[config.mk]
export PLATFORM = sky130hd
export DESIGN_NAME = bus_addr_decoder
export DESIGN_NICKNAME = d
export VERILOG_FILES = /design/src/rtl/busdec_pkg.sv /design/src/rtl/busdec_region.sv /design/src/rtl/busdec_rdfmt.sv /design/src/rtl/busdec_overlay.sv /design/src/rtl/busdec_capture.sv /design/src/rtl/bus_addr_decoder.sv
export SDC_FILE = /design/constraint.sdc
export NUM_CORES = 1
export LEC_CHECK = 0
export BUFFER_PORTS_ARGS = -buffer_cell sky130_fd_sc_hd__clkbuf_2
export CORE_MARGIN = 2
export CORE_UTILIZATION = 46
export DETAILED_ROUTE_END_ITERATION = 6
export PLACE_DENSITY = 0.85
export SLEW_MARGIN = 20
export SYNTH_ARGS = -nofsm -noshare
export SYNTH_HDL_FRONTEND = slang
export SYNTH_HIERARCHICAL = 1
export SYNTH_SLANG_ARGS = --single-unit
[constraint.sdc]
create_clock -name clk_i -period 3.3 [get_ports clk_i]
set_input_delay 0.165 -clock clk_i [delete_from_list [all_inputs] [get_ports clk_i]]
set_output_delay 0.165 -clock clk_i [all_outputs]
set_load 0.01 [all_outputs]
[src/rtl/busdec_pkg.sv]
package busdec_pkg;
  localparam int unsigned ADDR_W  = 24;
  localparam int unsigned DATA_W  = 32;
  localparam int unsigned REG_W   = 16;
  localparam int unsigned SLOT_IW = 3;
  localparam int unsigned SLOT_CNT = 1 << SLOT_IW;
  localparam int unsigned SLOT_SPAN_W = 21 - SLOT_IW;

  localparam logic [1:0] SZ_BYTE = 2'b00;
  localparam logic [1:0] SZ_WORD = 2'b01;

  localparam logic [6:0] CTRL_SEL = 7'h43;

  typedef enum logic [3:0] {
    RG_NONE, RG_ROM, RG_RAM, RG_MAP, RG_VRAM,
    RG_GSTAT, RG_BSTAT0, RG_BSTAT1, RG_SLOT, RG_CTRL
  } region_e;
endpackage

[src/rtl/busdec_region.sv]
module busdec_region
  import busdec_pkg::*;
#(
  parameter int unsigned RAM_BYTES  = 32'h0008_0000,
  parameter int unsigned MAP_BYTES  = 2048,
  parameter int unsigned VRAM_BYTES = 32768
) (
  input  logic [ADDR_W-1:0]  addr_i,
  input  logic               we_i,
  output region_e            region_o,
  output logic [SLOT_IW-1:0] slot_o,
  output logic [ADDR_W-1:0]  offset_o,
  output logic               mirror_o
);
  localparam logic [ADDR_W-1:0] ZA_BASE   = 24'h40_0000;
  localparam logic [ADDR_W-1:0] VRAM_BASE = 24'h42_0000;
  localparam logic [ADDR_W-1:0] MAP_MASK  = ADDR_W'(MAP_BYTES - 1);
  localparam logic [ADDR_W-1:0] VRAM_MASK = ADDR_W'(VRAM_BYTES - 1);
  localparam logic [ADDR_W-1:0] SLOT_MASK = ADDR_W'((1 << SLOT_SPAN_W) - 1);
  localparam logic [ADDR_W-1:0] MAP_TOP   = ZA_BASE | MAP_MASK;
  localparam logic [ADDR_W-1:0] VRAM_TOP  = VRAM_BASE | VRAM_MASK;

  assign slot_o = addr_i[SLOT_SPAN_W +: SLOT_IW];

  always_comb begin
    region_o = RG_NONE;
    offset_o = '0;
    mirror_o = 1'b0;
    if (addr_i[23:22] == 2'b10) begin
      region_o = RG_ROM;
      offset_o = {2'b00, addr_i[21:0]};
    end else if (32'(addr_i) < RAM_BYTES) begin
      region_o = RG_RAM;
      offset_o = addr_i;
    end else if (addr_i[23:22] == 2'b01) begin
      case (addr_i[19:16])
        4'h0: begin
          region_o = RG_MAP;
          offset_o = addr_i & MAP_MASK;
          mirror_o = addr_i > MAP_TOP;
        end
        4'h1: region_o = RG_GSTAT;
        4'h2: begin
          region_o = RG_VRAM;
          offset_o = addr_i & VRAM_MASK;
          mirror_o = addr_i > VRAM_TOP;
        end
        4'h3: region_o = RG_BSTAT0;
        4'h4: region_o = RG_BSTAT1;
        default: region_o = RG_NONE;
      endcase
    end else if (addr_i[23:21] == 3'b110) begin
      region_o = RG_SLOT;
      offset_o = addr_i & SLOT_MASK;
    end else if (addr_i[23:21] == 3'b111 && addr_i[18:12] == CTRL_SEL && we_i) begin
      region_o = RG_CTRL;
    end
  end
endmodule

[src/rtl/busdec_rdfmt.sv]
module busdec_rdfmt
  import busdec_pkg::*;
(
  input  region_e           region_i,
  input  logic [1:0]        size_i,
  input  logic              odd_i,
  input  logic [REG_W-1:0]  gstat_i,
  input  logic [REG_W-1:0]  bstat0_i,
  input  logic [REG_W-1:0]  bstat1_i,
  output logic [DATA_W-1:0] data_o,
  output logic              st_hit_o
);
  logic [REG_W-1:0] sel;

  always_comb begin
    sel      = '0;
    st_hit_o = 1'b1;
    case (region_i)
      RG_GSTAT:  sel = gstat_i;
      RG_BSTAT0: sel = bstat0_i;
      RG_BSTAT1: sel = bstat1_i;
      default:   st_hit_o = 1'b0;
    endcase
  end

  always_comb begin
    if (st_hit_o) begin
      if (size_i == SZ_BYTE)      data_o = {24'h0, odd_i ? sel[7:0] : sel[15:8]};
      else if (size_i == SZ_WORD) data_o = {16'h0, sel};
      else                        data_o = {sel, sel};
    end else begin
      // unclaimed read: all ones for the transfer width
      if (size_i == SZ_BYTE)      data_o = 32'h0000_00FF;
      else if (size_i == SZ_WORD) data_o = 32'h0000_FFFF;
      else                        data_o = 32'hFFFF_FFFF;
    end
  end
endmodule

[src/rtl/busdec_overlay.sv]
module busdec_overlay
  import busdec_pkg::*;
(
  input  logic       clk_i,
  input  logic       rst_ni,
  input  logic       wr_i,
  input  logic [1:0] size_i,
  input  logic       odd_i,
  input  logic       bit15_i,
  input  logic       bit7_i,
  output logic       flag_o
);
  always_ff @(posedge clk_i or negedge rst_ni) begin
    if (!rst_ni) flag_o <= 1'b0;
    else if (wr_i) begin
      if (size_i != SZ_BYTE) flag_o <= bit15_i;
      else if (!odd_i)       flag_o <= bit7_i;
    end
  end

  assert_odd_byte_keeps_flag_R9: assert property (@(posedge clk_i) disable iff (!rst_ni)
    (wr_i && size_i == SZ_BYTE && odd_i) |=> $stable(flag_o));
endmodule

[src/rtl/busdec_capture.sv]
module busdec_capture
  import busdec_pkg::*;
(
  input  logic              clk_i,
  input  logic              rst_ni,
  input  logic              miss_i,
  input  logic [ADDR_W-1:0] addr_i,
  input  logic              we_i,
  input  logic [1:0]        size_i,
  input  logic [DATA_W-1:0] wdata_i,
  output logic              pulse_o,
  output logic [ADDR_W-1:0] cap_addr_o,
  output logic              cap_we_o,
  output logic [1:0]        cap_size_o,
  output logic [DATA_W-1:0] cap_data_o
);
  always_ff @(posedge clk_i or negedge rst_ni) begin
    if (!rst_ni) begin
      pulse_o    <= 1'b0;
      cap_addr_o <= '0;
      cap_we_o   <= 1'b0;
      cap_size_o <= '0;
      cap_data_o <= '0;
    end else begin
      pulse_o <= miss_i;
      if (miss_i) begin
        cap_addr_o <= addr_i;
        cap_we_o   <= we_i;
        cap_size_o <= size_i;
        cap_data_o <= we_i ? wdata_i : '0;
      end
    end
  end

  assert_pulse_after_miss_R12: assert property (@(posedge clk_i) disable iff (!rst_ni)
    miss_i |=> pulse_o);
  assert_no_pulse_on_hit_R12: assert property (@(posedge clk_i) disable iff (!rst_ni)
    !miss_i |=> !pulse_o);
  assert_capture_holds_R12: assert property (@(posedge clk_i) disable iff (!rst_ni)
    !miss_i |=> ($stable(cap_addr_o) && $stable(cap_data_o) && $stable(cap_we_o)));
endmodule

[src/rtl/bus_addr_decoder.sv]
module bus_addr_decoder
  import busdec_pkg::*;
#(
  parameter int unsigned RAM_BYTES  = 32'h0008_0000,
  parameter int unsigned MAP_BYTES  = 2048,
  parameter int unsigned VRAM_BYTES = 32768
) (
  input  logic                clk_i,
  input  logic                rst_ni,
  input  logic                req_i,
  input  logic                we_i,
  input  logic [1:0]          size_i,
  input  logic [23:0]         addr_i,
  input  logic [31:0]         wdata_i,
  input  logic [15:0]         gen_stat_i,
  input  logic [15:0]         bus_stat0_i,
  input  logic [15:0]         bus_stat1_i,
  output logic                cs_rom_o,
  output logic                cs_ram_o,
  output logic                cs_map_o,
  output logic                cs_vram_o,
  output logic [7:0]          cs_slot_o,
  output logic [23:0]         offset_o,
  output logic                mirror_o,
  output logic [31:0]         rdata_o,
  output logic                rdata_own_o,
  output logic                map_en_o,
  output logic                unhandled_o,
  output logic [23:0]         cap_addr_o,
  output logic                cap_we_o,
  output logic [1:0]          cap_size_o,
  output logic [31:0]         cap_data_o
);
  localparam logic [ADDR_W-1:0] FORCE_ROM = 24'h80_0000;

  logic [ADDR_W-1:0]  eff_addr;
  region_e            region;
  logic [SLOT_IW-1:0] slot_idx;
  logic [ADDR_W-1:0]  dec_offset;
  logic               dec_mirror;
  logic [DATA_W-1:0]  fmt_data;
  logic               st_hit;
  logic               miss;
  logic               ctrl_wr;

  assign eff_addr = map_en_o ? addr_i : (addr_i | FORCE_ROM);

  busdec_region #(
    .RAM_BYTES (RAM_BYTES),
    .MAP_BYTES (MAP_BYTES),
    .VRAM_BYTES(VRAM_BYTES)
  ) u_region (
    .addr_i  (eff_addr),
    .we_i    (we_i),
    .region_o(region),
    .slot_o  (slot_idx),
    .offset_o(dec_offset),
    .mirror_o(dec_mirror)
  );

  busdec_rdfmt u_rdfmt (
    .region_i(region),
    .size_i  (size_i),
    .odd_i   (addr_i[0]),
    .gstat_i (gen_stat_i),
    .bstat0_i(bus_stat0_i),
    .bstat1_i(bus_stat1_i),
    .data_o  (fmt_data),
    .st_hit_o(st_hit)
  );

  assign miss    = req_i && (region == RG_NONE);
  assign ctrl_wr = req_i && (region == RG_CTRL);

  busdec_overlay u_overlay (
    .clk_i  (clk_i),
    .rst_ni (rst_ni),
    .wr_i   (ctrl_wr),
    .size_i (size_i),
    .odd_i  (addr_i[0]),
    .bit15_i(wdata_i[15]),
    .bit7_i (wdata_i[7]),
    .flag_o (map_en_o)
  );

  busdec_capture u_capture (
    .clk_i     (clk_i),
    .rst_ni    (rst_ni),
    .miss_i    (miss),
    .addr_i    (eff_addr),
    .we_i      (we_i),
    .size_i    (size_i),
    .wdata_i   (wdata_i),
    .pulse_o   (unhandled_o),
    .cap_addr_o(cap_addr_o),
    .cap_we_o  (cap_we_o),
    .cap_size_o(cap_size_o),
    .cap_data_o(cap_data_o)
  );

  assign cs_rom_o  = req_i && (region == RG_ROM);
  assign cs_ram_o  = req_i && (region == RG_RAM);
  assign cs_map_o  = req_i && (region == RG_MAP);
  assign cs_vram_o = req_i && (region == RG_VRAM);

  for (genvar g = 0; g < SLOT_CNT; g++) begin : g_slot
    assign cs_slot_o[g] = req_i && (region == RG_SLOT) && (slot_idx == SLOT_IW'(g));
  end

  assign offset_o    = req_i ? dec_offset : '0;
  assign mirror_o    = req_i && dec_mirror;
  assign rdata_own_o = req_i && !we_i && (st_hit || region == RG_NONE);
  assign rdata_o     = rdata_own_o ? fmt_data : '0;

  assert_one_target_R13: assert property (@(posedge clk_i) disable iff (!rst_ni)
    req_i |-> ($countones({cs_rom_o, cs_ram_o, cs_map_o, cs_vram_o, cs_slot_o, unhandled_o & 1'b0, miss}) <= 1));
  assert_overlay_forces_rom_R2: assert property (@(posedge clk_i) disable iff (!rst_ni)
    !map_en_o |-> !(cs_ram_o || cs_map_o || cs_vram_o));
  assert_mirror_in_memory_R6: assert property (@(posedge clk_i) disable iff (!rst_ni)
    mirror_o |-> (cs_map_o || cs_vram_o));
  assert_idle_quiet_R14: assert property (@(posedge clk_i) disable iff (!rst_ni)
    !req_i |-> ({cs_rom_o, cs_ram_o, cs_map_o, cs_vram_o, cs_slot_o, mirror_o, rdata_own_o} == '0));
  assert_idle_no_pulse_R14: assert property (@(posedge clk_i) disable iff (!rst_ni)
    !req_i |=> !unhandled_o);
endmodule

==> run summary <==
Max transition margin - 23.12%
Post-Place Worst Slack - 0.2384 ns
TritonRoute pass-1 iters - 4
CP Class - reg -> out
Final hold violations - 0
R2R Path End - u_capture/cap_size_o[1]
Xor/xnor cell area share of the yosys netlist - 0.1906%
I/O pin count - 241
Rows - 36
Setup TNS - 0 ns
CTS tree - yes
Area growth syn-to-layout - 31.20%
Vias in the first global route - 4,322
Number of inserted diodes - 0
CTS Buffer Depth - 2
RR Startpoint - u_overlay/flag_o
Hold path cells - 3
Met1 Use GR - 31.48%
Share of cells above drive strength 1 - 51.47%
Seq cells post-synth - 61
Gr busiest metal - met2
Remaining global-route overflow - 0
Die height - 104.0 um
Met2 Resource Use GR - 42.20%
Syn Std Cell Area - 4596 um^2
ANT nets after route - 0
Kind of end point of the critical path - output pin
Worst setup SP type - register
Root Buffer - clkbuf_8
Pins Over Slew Limit - 0
Sw Pwr - 1.088 mW
Initial antenna violation count - 0
Worst Path Required - 3.13 ns
Pin slew with the least headroom to its limit - 1.153 ns
CTS HTree Levels - 3
Synth Area in Simple Gates - 17.62%
Vias - 4,446
Final period util - 94.06%
DR vias/cell - 5.255
Post-route clock skew - 0.007642 ns
Worst Reg-to-Reg Cells - 8
Clk slew on worst S/H paths - 0.08 ns
Post-synthesis mux area share - 11.43%
Outcome - completed
Yosys warnings - 6
Setup slack after layout - 0.1960 ns
Cells after Synth - 494
CP Data Arrival Time - 2.94 ns
Die area - 10,810 um^2
Power Density - 514.1 nW/um^2
VDD IR max - 0.3806 mV
Setup bufs post-CTS - 0
Min Tclk post-route - 3.104 ns
P_int - 2.012 mW
Synth Area in Adders - 0%
Drt wl/cell - 16.20 um
RSZ-0062 raised after global routing - false
Final WL - 13.71 mm
Combinational family with the most area after synthesis - compound AO/OA/AOI/OAI gates
R2R Setup Slk - 0.62 ns
Port Buf Inserts - 238
Seq/Total Area, Yosys - 33.22%
Num CTS Buffers - 9
Compound-cell area share of the yosys netlist - 25.24%
Tot GR Track Use - 25.04%
Leak pwr - 2.998 nW
CORE AREA - 9729 um^2
Starting Density - 47.24%
First-pass GRT wire length - 22.20 mm
Routability cong. - 0.9477
Worst hold path class - in -> reg
Skew-Pair Late Insertion Delay - 0.33 ns
Max-Cap Viols - 0
Sequential share of power - 34.7%
FILL cells - 861
Clock power frac - 26.3%
Dpl hpwl - 10.51 mm
Synth Flop Type - dfrtp_1
Syn avg cell area - 9.303 um^2
Clk sinks - 61
Crit path max fanout - 33
Met3 global-route usage - 5.827%
Drt drc - 0
Synth unique cells - 57
FFs w/ async S/R, synth - 100.0%
Number of synthesized flops with an enable pin - 0
Hold wc startpoint - wdata_i[16]
Final nets - 818
Die width - 104.0 um
Setup-failing EPs final - 0
Starting DRC count in detailed routing - 203
Sw Share - 35.10%
Logic pwr share - 39.0%
F_max - 0.3222 GHz
Largest net degree at the start of global routing - 93
Min-Delay Endpoint - u_capture/cap_data_o[16]
## critical path: stages (launching register included)
cell	delay, ns
dfrtp_1	0.38
nand2b_1	0.19
and2b_1	0.27
a31oi_1	0.20
o21ai_2	0.10
buf_4	0.19
or4_1	0.50
buf_4	0.29
a211oi_1	0.30
clkbuf_2	0.18
## worst max-delay path by stage
| stage | cells past startpoint | startpoint | slack, ns | to |
|---|---|---|---|---|
| after floorplan | 9 | u_overlay/flag_o | 0.41 | rdata_o[10] |
| after global placement | 10 | u_overlay/flag_o | 0.42 | rdata_o[3] |
| after detailed placement | 10 | u_overlay/flag_o | 0.24 | rdata_o[3] |
| after CTS | 10 | u_overlay/flag_o | 0.11 | rdata_o[3] |
| after global routing | 10 | u_overlay/flag_o | 0.004 | rdata_o[0] |
| final | 9 | u_overlay/flag_o | 0.20 | rdata_o[0] |
## flip-flops by register name, indices dropped and copies added (netlist names)
name	cells
u_capture/cap_data_o	32
u_capture/cap_addr_o	24
u_capture/cap_size_o	2
u_capture/cap_we_o	1
u_capture/pulse_o	1
u_overlay/flag_o	1
## final cells by class
class	instances	area, um^2	share of cell area, %
Clock buffer	9	123.9	2.054
Clock inverter	7	123.9	2.054
Tap cell	133	166.4	2.760
Sequential cell	61	1526	25.32
Inverter	69	259.0	4.295
Timing Repair Buffer	249	1289	21.37
Multi-Input combinational cell	318	2541	42.15
## synth_stat cells (all sizes together) (2+ instances only)
cell / count / share of area [%]
nand3b: 11 / 1.8
or4: 3 / 0.57
inv: 69 / 5.6
and2: 28 / 3.8
a21boi: 17 / 3.8
a32oi: 4 / 0.76
nand2b: 4 / 0.54
buf: 41 / 6.1
dfrtp: 61 / 33
nor3: 10 / 1.3
mux2: 38 / 11
a211oi: 32 / 8.4
clkbuf: 6 / 0.52
nor4: 2 / 0.27
o21ai: 36 / 3.9
nor2: 18 / 1.5
a22oi: 15 / 3.0
nand3: 32 / 3.5
nand2: 8 / 0.65
a31oi: 10 / 1.4
a21o: 5 / 0.82
a21oi: 21 / 2.5
or4b: 2 / 0.44
nor2b: 2 / 0.27
## stage by stage
| step | util [%] | hold WS (ns) | area [um^2] | std cells | total power [mW] |
|---|---|---|---|---|---|
| 2_1_floorplan | - | -0.1306 | 4599 | 495 | 1.825 |
| 3_3_place_gp | 59.14 | 0.3419 | 5754 | 829 | 2.249 |
| 3_5_place_dp | 59.14 | 0.3664 | 5754 | 829 | 2.291 |
| 4_1_cts | 61.82 | 0.04962 | 6015 | 846 | 3.124 |
| 5_1_grt | 61.97 | 0.06611 | 6030 | 846 | 3.275 |
| 6_report | 61.97 | 0.06755 | 6030 | 846 | 3.100 |
## timing repair
item                       in CTS  in global routing
setup endpoints to repair      27                 28
hold buffers                    1                  0
hold endpoints to repair       21                  0
resized for setup               1                  5
gates cloned                    0                  0
## power by group through the flow
stage	clock network (mW)	logic [mW]	registers [mW]
floorplan	0	0.648	1.18
global placement	0	1.18	1.07
detailed placement	0	1.21	1.08
CTS	0.834	1.21	1.08
global route	0.861	1.31	1.10
finish	0.816	1.21	1.08
## placed cells by master, fill, tap and decap left out, types with 2 or more instances in the layout
cell type	synthesis	routed
clkbuf_2	1	238
mux2_4	26	26
a21boi_0	2	2
nand2b_1	4	3
nor3_2	2	2
a21boi_2	13	13
nor2_2	1	2
and2_1	28	28
nor2_1	17	15
a22oi_1	10	10
nand2_1	8	8
or4_1	2	2
a21oi_2	2	2
o21ai_1	6	6
conb_1	1	2
buf_4	8	9
o21ai_0	30	29
nand3_1	32	32
mux2_2	12	12
a21o_1	5	5
a31oi_1	10	10
dfrtp_1	61	61
a211oi_1	3	3
a21boi_1	2	2
a32oi_1	4	4
a211oi_2	29	29
clkbuf_8	0	9
or4b_2	2	2
a22oi_2	5	5
nand3b_1	11	11
nor3_1	8	8
clkinv_4	0	3
nor2b_1	2	2
bufinv_16	0	3
a21oi_1	19	19
inv_1	69	69
## kinds of logic after synthesis
kind of cell / count (synthesis)
xor gates and xnor gates: 1
muxes: 38
and+or+nand+nor: 134
DFF: 61
other: 1
buffers and inverters: 116
AOI/OAI and AO/OA: 143
## metal layers
metal,part of all wire (%),vias to the layer above
met3,7.1,22
li1,-,2151
met2,49,184
met5,0,-
met1,41,2089
met4,2.1,0
Power figures use the tool's default switching activity.
